===== src/rtl/fbsel_pkg.sv =====
package fbsel_pkg;
    parameter int ADDR_W = 32;
    parameter int OFF_W  = 16;
    parameter int NPLANE = 3;
    parameter int NBASE  = 2 * NPLANE;
    localparam int SLOT_W = 2;

    typedef logic [ADDR_W-1:0] addr_t;
    typedef logic [OFF_W-1:0]  off_t;

    typedef enum logic [1:0] {
        AM_SINGLE = 2'b00,
        AM_RSVD   = 2'b01,
        AM_FIELD  = 2'b10,
        AM_DBUF   = 2'b11
    } amode_e;

    typedef struct packed {
        addr_t [NPLANE-1:0] addr;
        logic  [NPLANE-1:0] vld;
    } plane_set_t;

    // Thermometer mask of active planes from the count code.
    function automatic logic [NPLANE-1:0] plane_mask(input logic [1:0] cnt);
        logic [NPLANE-1:0] m;
        for (int p = 0; p < NPLANE; p++) begin
            m[p] = (p <= int'(cnt));
        end
        return m;
    endfunction

    // Slot within the four double-buffer entries.
    function automatic logic [SLOT_W-1:0] dbuf_slot(input logic fsel, input logic odd);
        return {fsel, ~odd};
    endfunction
endpackage


===== src/rtl/fbsel_addr_mux.sv =====
module fbsel_addr_mux
    import fbsel_pkg::*;
(
    input  addr_t [NBASE-1:0] base_i,
    input  off_t              offset_i,
    input  amode_e            mode_i,
    input  logic [1:0]        plane_cnt_i,
    input  logic              field_odd_i,
    input  logic              frame_sel_i,
    output plane_set_t        set_o
);
    logic [NPLANE-1:0] mask;
    addr_t             dbuf_addr;

    assign mask      = plane_mask(plane_cnt_i);
    assign dbuf_addr = base_i[dbuf_slot(frame_sel_i, field_odd_i)]
                     + addr_t'(offset_i);

    for (genvar p = 0; p < NPLANE; p++) begin : g_plane
        always_comb begin
            set_o.addr[p] = '0;
            set_o.vld[p]  = 1'b0;
            unique case (mode_i)
                AM_SINGLE, AM_RSVD: begin
                    set_o.vld[p]  = mask[p];
                    set_o.addr[p] = mask[p] ? base_i[p] : '0;
                end
                AM_FIELD: begin
                    set_o.vld[p]  = mask[p];
                    if (mask[p]) begin
                        set_o.addr[p] = field_odd_i ? base_i[p] : base_i[p+NPLANE];
                    end
                end
                AM_DBUF: begin
                    if (p == 0) begin
                        set_o.vld[p]  = 1'b1;
                        set_o.addr[p] = dbuf_addr;
                    end
                end
                default: begin
                    set_o.vld[p]  = 1'b0;
                end
            endcase
        end
    end
endmodule


===== src/rtl/fbsel_frame_seq.sv =====
module fbsel_frame_seq
    import fbsel_pkg::*;
(
    input  logic   clk,
    input  logic   rst,
    input  logic   cap_en_i,
    input  logic   field_end_i,
    input  logic   active_i,
    input  amode_e mode_q_i,
    input  logic   odd_q_i,
    output logic   frame_sel_o
);
    logic step;

    assign step = field_end_i && active_i && (mode_q_i == AM_DBUF) && !odd_q_i;

    always_ff @(posedge clk) begin
        if (rst || !cap_en_i) begin
            frame_sel_o <= 1'b0;
        end else if (step) begin
            frame_sel_o <= ~frame_sel_o;
        end
    end

    AST_FSEL_CLEAR: assert property (@(posedge clk) disable iff (rst)
        !cap_en_i |=> !frame_sel_o);
    AST_FSEL_HOLD: assert property (@(posedge clk) disable iff (rst)
        (cap_en_i && !field_end_i) |=> $stable(frame_sel_o));
endmodule


===== src/rtl/fbsel_out_reg.sv =====
module fbsel_out_reg
    import fbsel_pkg::*;
(
    input  logic       clk,
    input  logic       rst,
    input  logic       cap_en_i,
    input  logic       field_start_i,
    input  plane_set_t set_d_i,
    input  amode_e     mode_i,
    input  logic       field_odd_i,
    input  logic       swap_cfg_i,
    output plane_set_t set_q_o,
    output amode_e     mode_q_o,
    output logic       odd_q_o,
    output logic       err_q_o,
    output logic       swap_q_o
);
    always_ff @(posedge clk) begin
        if (rst) begin
            set_q_o  <= '0;
            mode_q_o <= AM_SINGLE;
            odd_q_o  <= 1'b0;
            err_q_o  <= 1'b0;
            swap_q_o <= 1'b0;
        end else if (!cap_en_i) begin
            set_q_o.vld <= '0;
        end else if (field_start_i) begin
            set_q_o  <= set_d_i;
            mode_q_o <= mode_i;
            odd_q_o  <= field_odd_i;
            err_q_o  <= (mode_i == AM_RSVD);
            swap_q_o <= swap_cfg_i;
        end
    end

    AST_ADDR_HOLD: assert property (@(posedge clk) disable iff (rst)
        !(field_start_i && cap_en_i) |=> $stable(set_q_o.addr));
    AST_VLD_RUN: assert property (@(posedge clk) disable iff (rst)
        ((set_q_o.vld & (set_q_o.vld + 1'b1)) == '0));
    AST_DBUF_ONE_PLANE: assert property (@(posedge clk) disable iff (rst)
        (set_q_o.vld[0] && mode_q_o == AM_DBUF) |->
            (set_q_o.vld[NPLANE-1:1] == '0 && set_q_o.addr[NPLANE-1:1] == '0));
    AST_ERR_MATCH: assert property (@(posedge clk) disable iff (rst)
        err_q_o |-> (mode_q_o == AM_RSVD));
endmodule


===== src/rtl/fbsel_top.sv =====
module fbsel_top
    import fbsel_pkg::*;
(
    input  logic                           clk,
    input  logic                           rst,
    input  logic [NBASE-1:0][ADDR_W-1:0]   base_i,
    input  logic [OFF_W-1:0]               offset_i,
    input  logic [1:0]                     mode_i,
    input  logic [1:0]                     plane_cnt_i,
    input  logic                           swap_cfg_i,
    input  logic                           cap_en_i,
    input  logic                           field_odd_i,
    input  logic                           field_start_i,
    input  logic                           field_end_i,
    output logic [NPLANE-1:0][ADDR_W-1:0]  plane_addr_o,
    output logic [NPLANE-1:0]              plane_vld_o,
    output logic                           frame_sel_o,
    output logic                           byte_swap_o,
    output logic                           mode_err_o
);
    plane_set_t set_d;
    plane_set_t set_q;
    amode_e     mode_live;
    amode_e     mode_q;
    logic       odd_q;
    logic       fsel;

    assign mode_live = amode_e'(mode_i);

    fbsel_addr_mux u_mux (
        .base_i      (base_i),
        .offset_i    (offset_i),
        .mode_i      (mode_live),
        .plane_cnt_i (plane_cnt_i),
        .field_odd_i (field_odd_i),
        .frame_sel_i (fsel),
        .set_o       (set_d)
    );

    fbsel_out_reg u_out (
        .clk           (clk),
        .rst           (rst),
        .cap_en_i      (cap_en_i),
        .field_start_i (field_start_i),
        .set_d_i       (set_d),
        .mode_i        (mode_live),
        .field_odd_i   (field_odd_i),
        .swap_cfg_i    (swap_cfg_i),
        .set_q_o       (set_q),
        .mode_q_o      (mode_q),
        .odd_q_o       (odd_q),
        .err_q_o       (mode_err_o),
        .swap_q_o      (byte_swap_o)
    );

    fbsel_frame_seq u_seq (
        .clk         (clk),
        .rst         (rst),
        .cap_en_i    (cap_en_i),
        .field_end_i (field_end_i),
        .active_i    (set_q.vld[0]),
        .mode_q_i    (mode_q),
        .odd_q_i     (odd_q),
        .frame_sel_o (fsel)
    );

    assign plane_addr_o = set_q.addr;
    assign plane_vld_o  = set_q.vld;
    assign frame_sel_o  = fsel;
endmodule


===== config.mk =====
export PLATFORM = sky130hd
export DESIGN_NAME = fbsel_top
export DESIGN_NICKNAME = d
export VERILOG_FILES = /design/src/rtl/fbsel_pkg.sv /design/src/rtl/fbsel_addr_mux.sv /design/src/rtl/fbsel_frame_seq.sv /design/src/rtl/fbsel_out_reg.sv /design/src/rtl/fbsel_top.sv
export SDC_FILE = /design/constraint.sdc
export NUM_CORES = 1
export LEC_CHECK = 0
export BUFFER_PORTS_ARGS = -buffer_cell sky130_fd_sc_hd__clkbuf_2
export CORE_AREA = 4 4 155 112
export DETAILED_ROUTE_END_ITERATION = 8
export DIE_AREA = 0 0 159 116
export PLACE_DENSITY = 0.75
export SLEW_MARGIN = 20
export SYNTH_ARGS = -nofsm -noshare
export SYNTH_HDL_FRONTEND = slang
export SYNTH_SLANG_ARGS = --single-unit

===== constraint.sdc =====
create_clock -name clk -period 3.45 [get_ports clk]
set_input_delay 0.5175 -clock clk [delete_from_list [all_inputs] [get_ports clk]]
set_output_delay 0.5175 -clock clk [all_outputs]
set_load 0.01 [all_outputs]

==> results of run 1 <==
placed cells by master, fill, tap and decap left out, drive strengths merged, types with 26 or more instances in the layout:
master  count
o21ai      26
dfxtp     105
nor2      116
buf        29
a22oi      68
mux4       31
nand2      28
clkbuf    329
a21oi      32
a22o       63
cell families after synthesis:
family | Yosys count | share of synthesized area, %
AND/OR/NAND/NOR | 207 | 15.3
AO/OA/AOI/OAI | 268 | 30.4
XOR/XNOR | 19 | 2.48
buffers and inverters | 83 | 5.66
adder cells (fa/ha/maj) | 17 | 3.28
multiplexers | 36 | 11.5
flip-flops | 105 | 31.3
registers in the layout (all words and copies together) (netlist names):
name               cells
u_out.odd_q_o          1
u_out.err_q_o          1
u_out.mode_q_o         2
u_out.swap_q_o         1
u_seq.frame_sel_o      1
u_out.set_q_o         99
through the flow:
stage | area, um^2 | power [W]
after floorplan | 6720 | 0.00186
after CTS | 8860 | 0.00330
after global placement | 8570 | 0.00223
after global routing | 8860 | 0.00344
final | 8860 | 0.00328
after detailed placement | 8570 | 0.00224
power breakdown:
group / leakage, nW / internal [W] / switching (W)
Combinational: 3.00 / 0.000417 / 0.000507
Clock: 0.137 / 0.000578 / 0.000480
Sequential: 0.857 / 0.00127 / 0.0000325
per-layer routing:
metal  GRT usage, %  routed length, um  vias up  share of wire, %
li1               -                  -     3421                 -
met1           35.7              11100     3448                43
met5              0                  0        -                 0
met3           9.03               2660       36                10
met4           6.76                439        0               1.7
met2           42.5              11600      421                45
how the worst min path moves through the flow:
stage	end	slack, ps	cells past startpoint
floorplan	u_out.mode_q_o[1]	430	2
global placement	u_out.mode_q_o[1]	440	2
detailed placement	u_out.swap_q_o	450	2
CTS	u_out.swap_q_o	410	3
global route	u_out.swap_q_o	440	3
finish	u_out.swap_q_o	430	3
layout make-up:
cell class	count	area (um^2)
Tap cell	205	256
Clock inverter	4	53.8
Timing Repair Buffer	348	1890
Fill cell	1516	7090
Multi-Input combinational cell	547	4280
Inverter	11	41.3
Sequential cell	105	2100
Clock buffer	10	239
worst max-delay path, stage by stage (launching register included):
cell and delay, ps:
dfxtp_2 660, mux4_2 300, ha_1 170, inv_1 60
fa_1 400, nor2b_1 190, o2111ai_1 200, a21oi_1 220
o31ai_2 110, buf_12 160, nor4_1 250, o21ai_1 100
a211oi_1 290
==> impl_results.md, run 1 <==
- FP Rows: 39
- Area leader, netlist: dfxtp_1
- Avg WL per Cell: 21.0 um
- Layout cells sized above 1: 41.1%
- First-pass GRT wire length: 39,500 um
- Dpl ws: -61.6 ps
- Clk_skew: 6.52 ps
- Die height: 116 um
- Initial antenna violation count: 0
- Avg Inst Size Synth: 9.14 um^2
- Status: complete, no violations
- Post-synthesis register bit count: 105
- Vias per cell: 5.96
- Iteration-0 DRC Markers: 854
- Total GRT Usage: 26.8%
- CTS tree: done
- Final Hold Viols: 0
- Crit path kind: reg2reg
- Largest net degree at the start of global routing: 72
- Final WL: 25,800 um
- LEAKAGE: 4.00 nW
- Core Util, Final: 55.5%
- Synth top cells by count: nor2_1, dfxtp_1, a22oi_1, a22o_1, clkbuf_1
- Post-Layout Cell Count: 1,230
- Post-DP HPWL: 19,700 um
- Vias in the first global route: 7,077
- Worst endpoint data arrival time: 3460 ps
- Routed via count: 7,326
- Worst setup margin: 244 ps
- Reg-to-Reg Start: u_seq.frame_sel_o
- Hold crit path type: in2reg
- R2r endpoint: u_out.set_q_o[25]
- Top-count cell post-synth: nor2_1
- Setup TNS: 0 ps
- Hold_sp: swap_cfg_i
- Initial Util: 42.1%
- Ant. Diodes: 0
- Die width: 159 um
- Final Max Tran Viols: 0
- Nets: 1,258
- IO Port Bufs: 320
- Distinct cell type count of the synthesized netlist: 69
- Max-cap violations: 0
- Post-route ant nets: 0
- Overflow after GRT: 0
- Area of the core: 16,000 um^2
- GP Congestion: 0.860
- CP endpoint kind: flip-flop
- H-tree Lvls: 3
- Crit Path Max Fanout: 17
- Setup bufs post-CTS: 0
- DR DRC count: 0
- IO Count: 321
- Worst skew pair latency: 350 ps
- Cell area after synthesis: 6720 um^2
- Seq/Total Area, Yosys: 31.3%
- Top_reg_cell synth: dfxtp_1
- Placed instance count: 1,216
- Clock root cell: clkbuf_16
- Layout area overhead: 32.0%
- Final worst hold slack: 430 ps
- Detailed Routing Iterations Pass 1: 6
- Top cell type's share of synthesized area: 31.3%
- Syn Inst Count: 735
- Worst endpoint required time: 3700 ps
- Clock-pin transition on the worst setup and hold timing paths: 70 ps
- CTS buffer count: 9
- Period minus WS final: 3210 ps
- Unrepaired setup endpoints after global routing: false
- F_max: 0.312 GHz
- VDD IR max: 0.223 mV
- Count of cells resized by post-cts repair: 0
- Reg2reg path depth: 12
- Launch point of the worst path: u_seq.frame_sel_o
- Worst-Margin Slew: 1020 ps
- Asr flop ratio synth: 0%
- Largest cells by area after synthesis: dfxtp_1, mux4_2, a22o_1
- PD cells: 370 nW/um^2
- EDFF count, synth: 0
- Syn_nets: 971
- CP Capture Point: u_out.set_q_o[25]
- R2r setup slk: 240 ps
- Clock Sinks: 105
- CTS max path bufs: 2
- Max-slew headroom at the worst pin: 32.0%
- CP startpoint kind: flip-flop
- Final worst-path cycle share: 92.9%
- Die area: 18,400 um^2
- YS warnings: 0
- CTS Hold Bufs: 0
- Count of final setup violators: 0
(Power assumes the default switching activity.)
==> run 2, diff against run 1 <==
Settings changed: CORE_AREA 4 4 155 112 to 8 8 159 116, DIE_AREA 0 0 159 116 to 0 0 167 124.
Clock period 3.45 ns to 2.6 ns, I/O delays scaled along.
==> impl_results.md, run 2 (synthesis results as in run 1) <==
- Status: complete, but fails checks
- Failing checks: negative setup slack
- Initial Util: 42.1%
- Layout area overhead: 48.0%
- Vias in the first global route: 7,715
- Crit Path Max Fanout: 11
- Die height: 124 um
- Final Hold Viols: 0
- CP endpoint kind: flip-flop
- Detailed Routing Iterations Pass 1: 6
- Total power: 0.00463 W
- PD cells: 465 nW/um^2
- Die area: 20,700 um^2
- Total GRT Usage: 27.5%
- Crit-path slowest cell: dfxtp_4
- VDD IR max: 0.280 mV
- IO Count: 321
- Crit path kind: reg2reg
- CTS Hold Bufs: 0
- CTS buffer count: 9
- Layout cells sized above 1: 48.5%
- Die width: 167 um
- Worst setup margin: -132 ps
- Routed via count: 7,904
- Post-route ant nets: 0
- Iteration-0 DRC Markers: 883
- Largest regs: u_out.set_q_o: 99 flops, u_out.mode_q_o: 2 flops
- Final worst hold slack: 258 ps
- GP Congestion: 0.910
- First-pass GRT wire length: 44,400 um
- Hold crit path type: in2reg
- CTS max path bufs: 2
- Clock root cell: clkbuf_16
- Post-Layout Cell Count: 1,315
- Largest delay share family, worst path: compound AO/OA/AOI/OAI gates
- Clk_skew: 6.05 ps
- Final worst-path cycle share: 105%
- Avg WL per Cell: 22.8 um
- Max-cap violations: 0
- LEAKAGE: 4.49 nW
- Nets: 1,340
- Sequence of cells on the critical path: buf_12, buf_12, mux4_2, ha_4, and4_4, a211o_1, o31ai_4, buf_6, buf_12, nor4_4, xnor2_1, o32ai_1
- CTS tree: done
- FP Rows: 39
- Clock-pin transition on the worst setup and hold timing paths: 80 ps
- Biggest register: u_out.set_q_o
- Area of the core: 16,000 um^2
- Worst-Margin Slew: 823 ps
- Worst endpoint required time: 2830 ps
- Placed instance count: 1,285
- IO Port Bufs: 320
- Setup TNS: -1280 ps
- Final Max Tran Viols: 0
- Commonest cells after routing, fill and taps aside: clkbuf_2, nor2_1, dfxtp_1
- CP startpoint kind: flip-flop
- Worst endpoint data arrival time: 2960 ps
- Initial antenna violation count: 0
- F_max: 0.366 GHz
- Most common cell after layout, fill and taps aside: clkbuf_2
- Overflow after GRT: 0
- CP bufs+invs: 4
- Slowest cell delay on critical path: 360 ps
- Number of flip-flops in the largest register: 99
- DR DRC count: 0
- Unrepaired setup endpoints after global routing: true
- Vias per cell: 6.01
- Period minus WS final: 2730 ps
- Max-slew headroom at the worst pin: 45.2%
- H-tree Lvls: 3
- Clock Sinks: 105
- Worst skew pair latency: 360 ps
- Final WL: 30,000 um
- Count of final setup violators: 18
- Post-DP HPWL: 22,800 um
- Crit path top cell by count: buf_12
- Largest net degree at the start of global routing: 47
-- run 2: cell type report --
cell class / count / area, um^2
clock buffer: 10 / 229
sequential: 105 / 2110
fill: 1407 / 6010
timing repair buffer: 430 / 2640
clock inverter: 6 / 61.3
multi-input combinational: 547 / 4610
antenna: 1 / 2.50
tap: 205 / 256
inverter: 11 / 41.3
-- run 2: repair_timing --
action,CTS,global route
pin swaps,6,26
cloned,3,0
buffers inserted,8,2
resized for setup,39,15
setup endpoints to repair,23,25
-- run 2: worst paths after layout --
path                        to  slack, ps              start  cells past startpoint
max reg2reg  u_out.set_q_o[33]       -130  u_seq.frame_sel_o                     12
min reg2reg  u_out.mode_q_o[1]        460  u_out.mode_q_o[1]                      2
min             u_out.swap_q_o        260         swap_cfg_i                      3
max          u_out.set_q_o[33]       -130  u_seq.frame_sel_o                     12
-- run 2: stage by stage --
step | instance area, um^2 | setup WS (ps) | utilization [%]
3_3_place_gp | 9220 | -578 | 57.8
2_1_floorplan | 6890 | -438 | -
3_5_place_dp | 9220 | -585 | 57.8
6_report | 9940 | -132 | 62.3
5_1_grt | 9940 | -232 | 62.3
4_1_cts | 9850 | -89.4 | 61.7
-- run 2: layer usage --
metal / global-route usage, % / wire length, um / up-vias / part of all wire (%)
li1: - / - / 3596 / -
met1: 36.5 / 12800 / 3823 / 43
met2: 43.8 / 13600 / 460 / 45
met3: 9.25 / 3400 / 25 / 11
met4: 4.60 / 308 / 0 / 1.0
met5: 0 / 0 / - / 0
-- run 2: where the power goes --
| group | total (W) | switching (W) | internal, W |
|---|---|---|---|
| clock network | 0.00138 | 0.000707 | 0.000676 |
| logic | 0.00152 | 0.000790 | 0.000730 |
| registers | 0.00172 | 0.0000426 | 0.00168 |
-- run 2: worst register-to-register path, cell delays in order (launching register included) --
cell	delay (ps)
dfxtp_4	360
buf_12	140
buf_12	130
mux4_2	310
ha_4	240
and4_4	200
a211o_1	300
o31ai_4	340
buf_6	200
buf_12	110
nor4_4	30
xnor2_1	160
o32ai_1	80
==> run 3, diff against run 2 <==
Settings changed: CORE_AREA 8 8 159 116 to 8 8 156 114, DIE_AREA 0 0 167 124 to 0 0 164 122.
Clock period 2.6 ns to 3.3 ns, I/O delays scaled along.
==> impl_results.md, run 3 (synthesis results as in run 1) <==
- Metal3 WL: 3030 um
- Iteration-0 DRC Markers: 803
- DRT met1 WL: 11,500 um
- CP startpoint kind: input port
- Hold crit path type: in2reg
- Die area: 20,000 um^2
- Clock Sinks: 105
- Fillers: 1,391
- Worst Hold Path Cells: 3
- NetSw: 0.00109 W
- Layout area overhead: 32.6%
- Vias per cell: 6.08
- Reg area: 2100 um^2
- Largest net degree at the start of global routing: 54
- Area of the multi-input gates: 4280 um^2
- Layout cells sized above 1: 41.4%
- LEAKAGE: 4.03 nW
- Max-cap violations: 0
- Ant. Diodes: 0
- Final Hold Viols: 0
- Biggest register: u_out.set_q_o
- Hold_sp: swap_cfg_i
- CTS tree: done
- Sw Ratio: 30.8%
- IO Port Bufs: 320
- Final Max Tran Viols: 0
- Area after DPL: 8570 um^2
- Nets: 1,262
- Clk_skew: 7.28 ps
- DR top layer: met5
- Post-DP HPWL: 21,000 um
- WHS Endpoint: u_out.swap_q_o
- CTS max path bufs: 2
- Die height: 122 um
- Vias in the first global route: 7,314
- PD cells: 398 nW/um^2
- Avg WL per Cell: 21.9 um
- GP Congestion: 0.876
- Worst endpoint data arrival time: 3270 ps
- Power share of the sequential group: 38.3%
- Total GRT Usage: 25.9%
- Post-route cell area: 8900 um^2
- CTS buffer count: 9
- H-tree Lvls: 3
- F_max: 0.333 GHz
- R2r endpoint: u_out.set_q_o[21]
- Slowest cell delay on critical path: 530 ps
- Number of flip-flops in the largest register: 99
- Largest delay share family, worst path: compound AO/OA/AOI/OAI gates
- CP bufs+invs: 3
- Max-slew headroom at the worst pin: 30.4%
- Crit-path slowest cell: mux4_2
- Clock share of power: 34.6%
- R2r setup slk: 320 ps
- Count of final setup violators: 0
- CP endpoint kind: flip-flop
- Detailed Routing Iterations Pass 1: 7
- Final WL: 27,000 um
- Int Power: 0.00245 W
- Worst endpoint required time: 3560 ps
- Reg-to-Reg Start: u_seq.frame_sel_o
- Count of cells resized by post-cts repair: 0
- Post-route ant nets: 0
- Commonest cells after routing, fill and taps aside: clkbuf_2, nor2_1, dfxtp_1
- Reg2reg path depth: 11
- Worst-Margin Slew: 1040 ps
- Worst skew pair latency: 340 ps
- Unrepaired setup endpoints after global routing: false
- IO Count: 321
- Setup TNS: 0 ps
- Die width: 164 um
- Final worst-path cycle share: 91.1%
- Largest regs: u_out.set_q_o: 99 flops, u_out.mode_q_o: 2 flops
- Most common cell after layout, fill and taps aside: clkbuf_2
- Clock root cell: clkbuf_16
- CTS Hold Bufs: 0
- Initial Util: 44.0%
- VDD IR max: 0.323 mV
- FP Rows: 38
- Met2 wire len: 12,300 um
- Period minus WS final: 3010 ps
- Logic pwr share: 27.1%
- Status: complete, no violations
- Crit Path Max Fanout: 16
- First-pass GRT wire length: 41,000 um
- Sequence of cells on the critical path: clkbuf_2, buf_12, mux4_2, ha_1, a21oi_1, o21ai_0, a211o_1, o31ai_2, buf_4, o21a_1, o21ai_1, a211oi_1
- Initial antenna violation count: 1
- Overflow after GRT: 0
- Crit path kind: in2reg
- Clock-pin transition on the worst setup and hold timing paths: 70 ps
- Setup bufs post-CTS: 0
- Routed via count: 7,480
- Final worst hold slack: 369 ps
- Area of the core: 15,300 um^2
- DR DRC count: 0
==> run 3: metrics by stage <==
stage                     utilization, %  setup slack (ps)  total power, W  std cells
after detailed placement            56.1             -74.3         0.00234       1215
after global placement              56.1              59.9         0.00232       1215
after global routing                58.3              79.5         0.00371       1231
final                               58.3               295         0.00354       1231
after floorplan                        -              6.98         0.00195        735
after CTS                           58.3               304         0.00356       1231
==> run 3: worst max path at each step <==
| stage | startpoint | to | depth (start not counted) |
|---|---|---|---|
| after floorplan | field_odd_i | u_out.set_q_o[23] | 13 |
| after global placement | field_odd_i | u_out.set_q_o[21] | 14 |
| after detailed placement | field_odd_i | u_out.set_q_o[25] | 14 |
| after CTS | field_odd_i | u_out.set_q_o[25] | 12 |
| after global routing | field_odd_i | u_out.set_q_o[21] | 14 |
| final | field_odd_i | u_out.set_q_o[21] | 12 |
==> run 3: cell type report <==
cell class / count / share of cell area, %
clock buffers: 10 / 2.68
clock inverters: 6 / 1.07
multi-input cells: 547 / 48.1
flip-flops and latches: 105 / 23.6
well taps: 200 / 2.81
repair buffers: 352 / 21.3
inverters: 11 / 0.464
==> run 3: routing by layer <==
metal	global-route usage, %	vias to the layer above
li1	-	3425
met2	41.2	421
met5	0	-
met4	4.08	2
met3	8.19	17
met1	34.4	3615
==> run 3: worst register-to-register path, cell delays in order (launching register included) <==
cell,delay [ps]
dfxtp_2,400
buf_12,210
mux4_2,340
ha_1,390
a21oi_1,190
o21ai_0,150
a211o_1,320
o31ai_2,170
buf_4,250
o21a_1,170
o21ai_1,60
a211oi_1,250
==> run 3: power groups by stage <==
stage	clock (W)	combinational, W	sequential [W]
after global routing	0.00130	0.00104	0.00136
after floorplan	0	0.000538	0.00141
after CTS	0.00125	0.000955	0.00136
after global placement	0	0.000937	0.00138
after detailed placement	0	0.000951	0.00139
final	0.00122	0.000960	0.00136
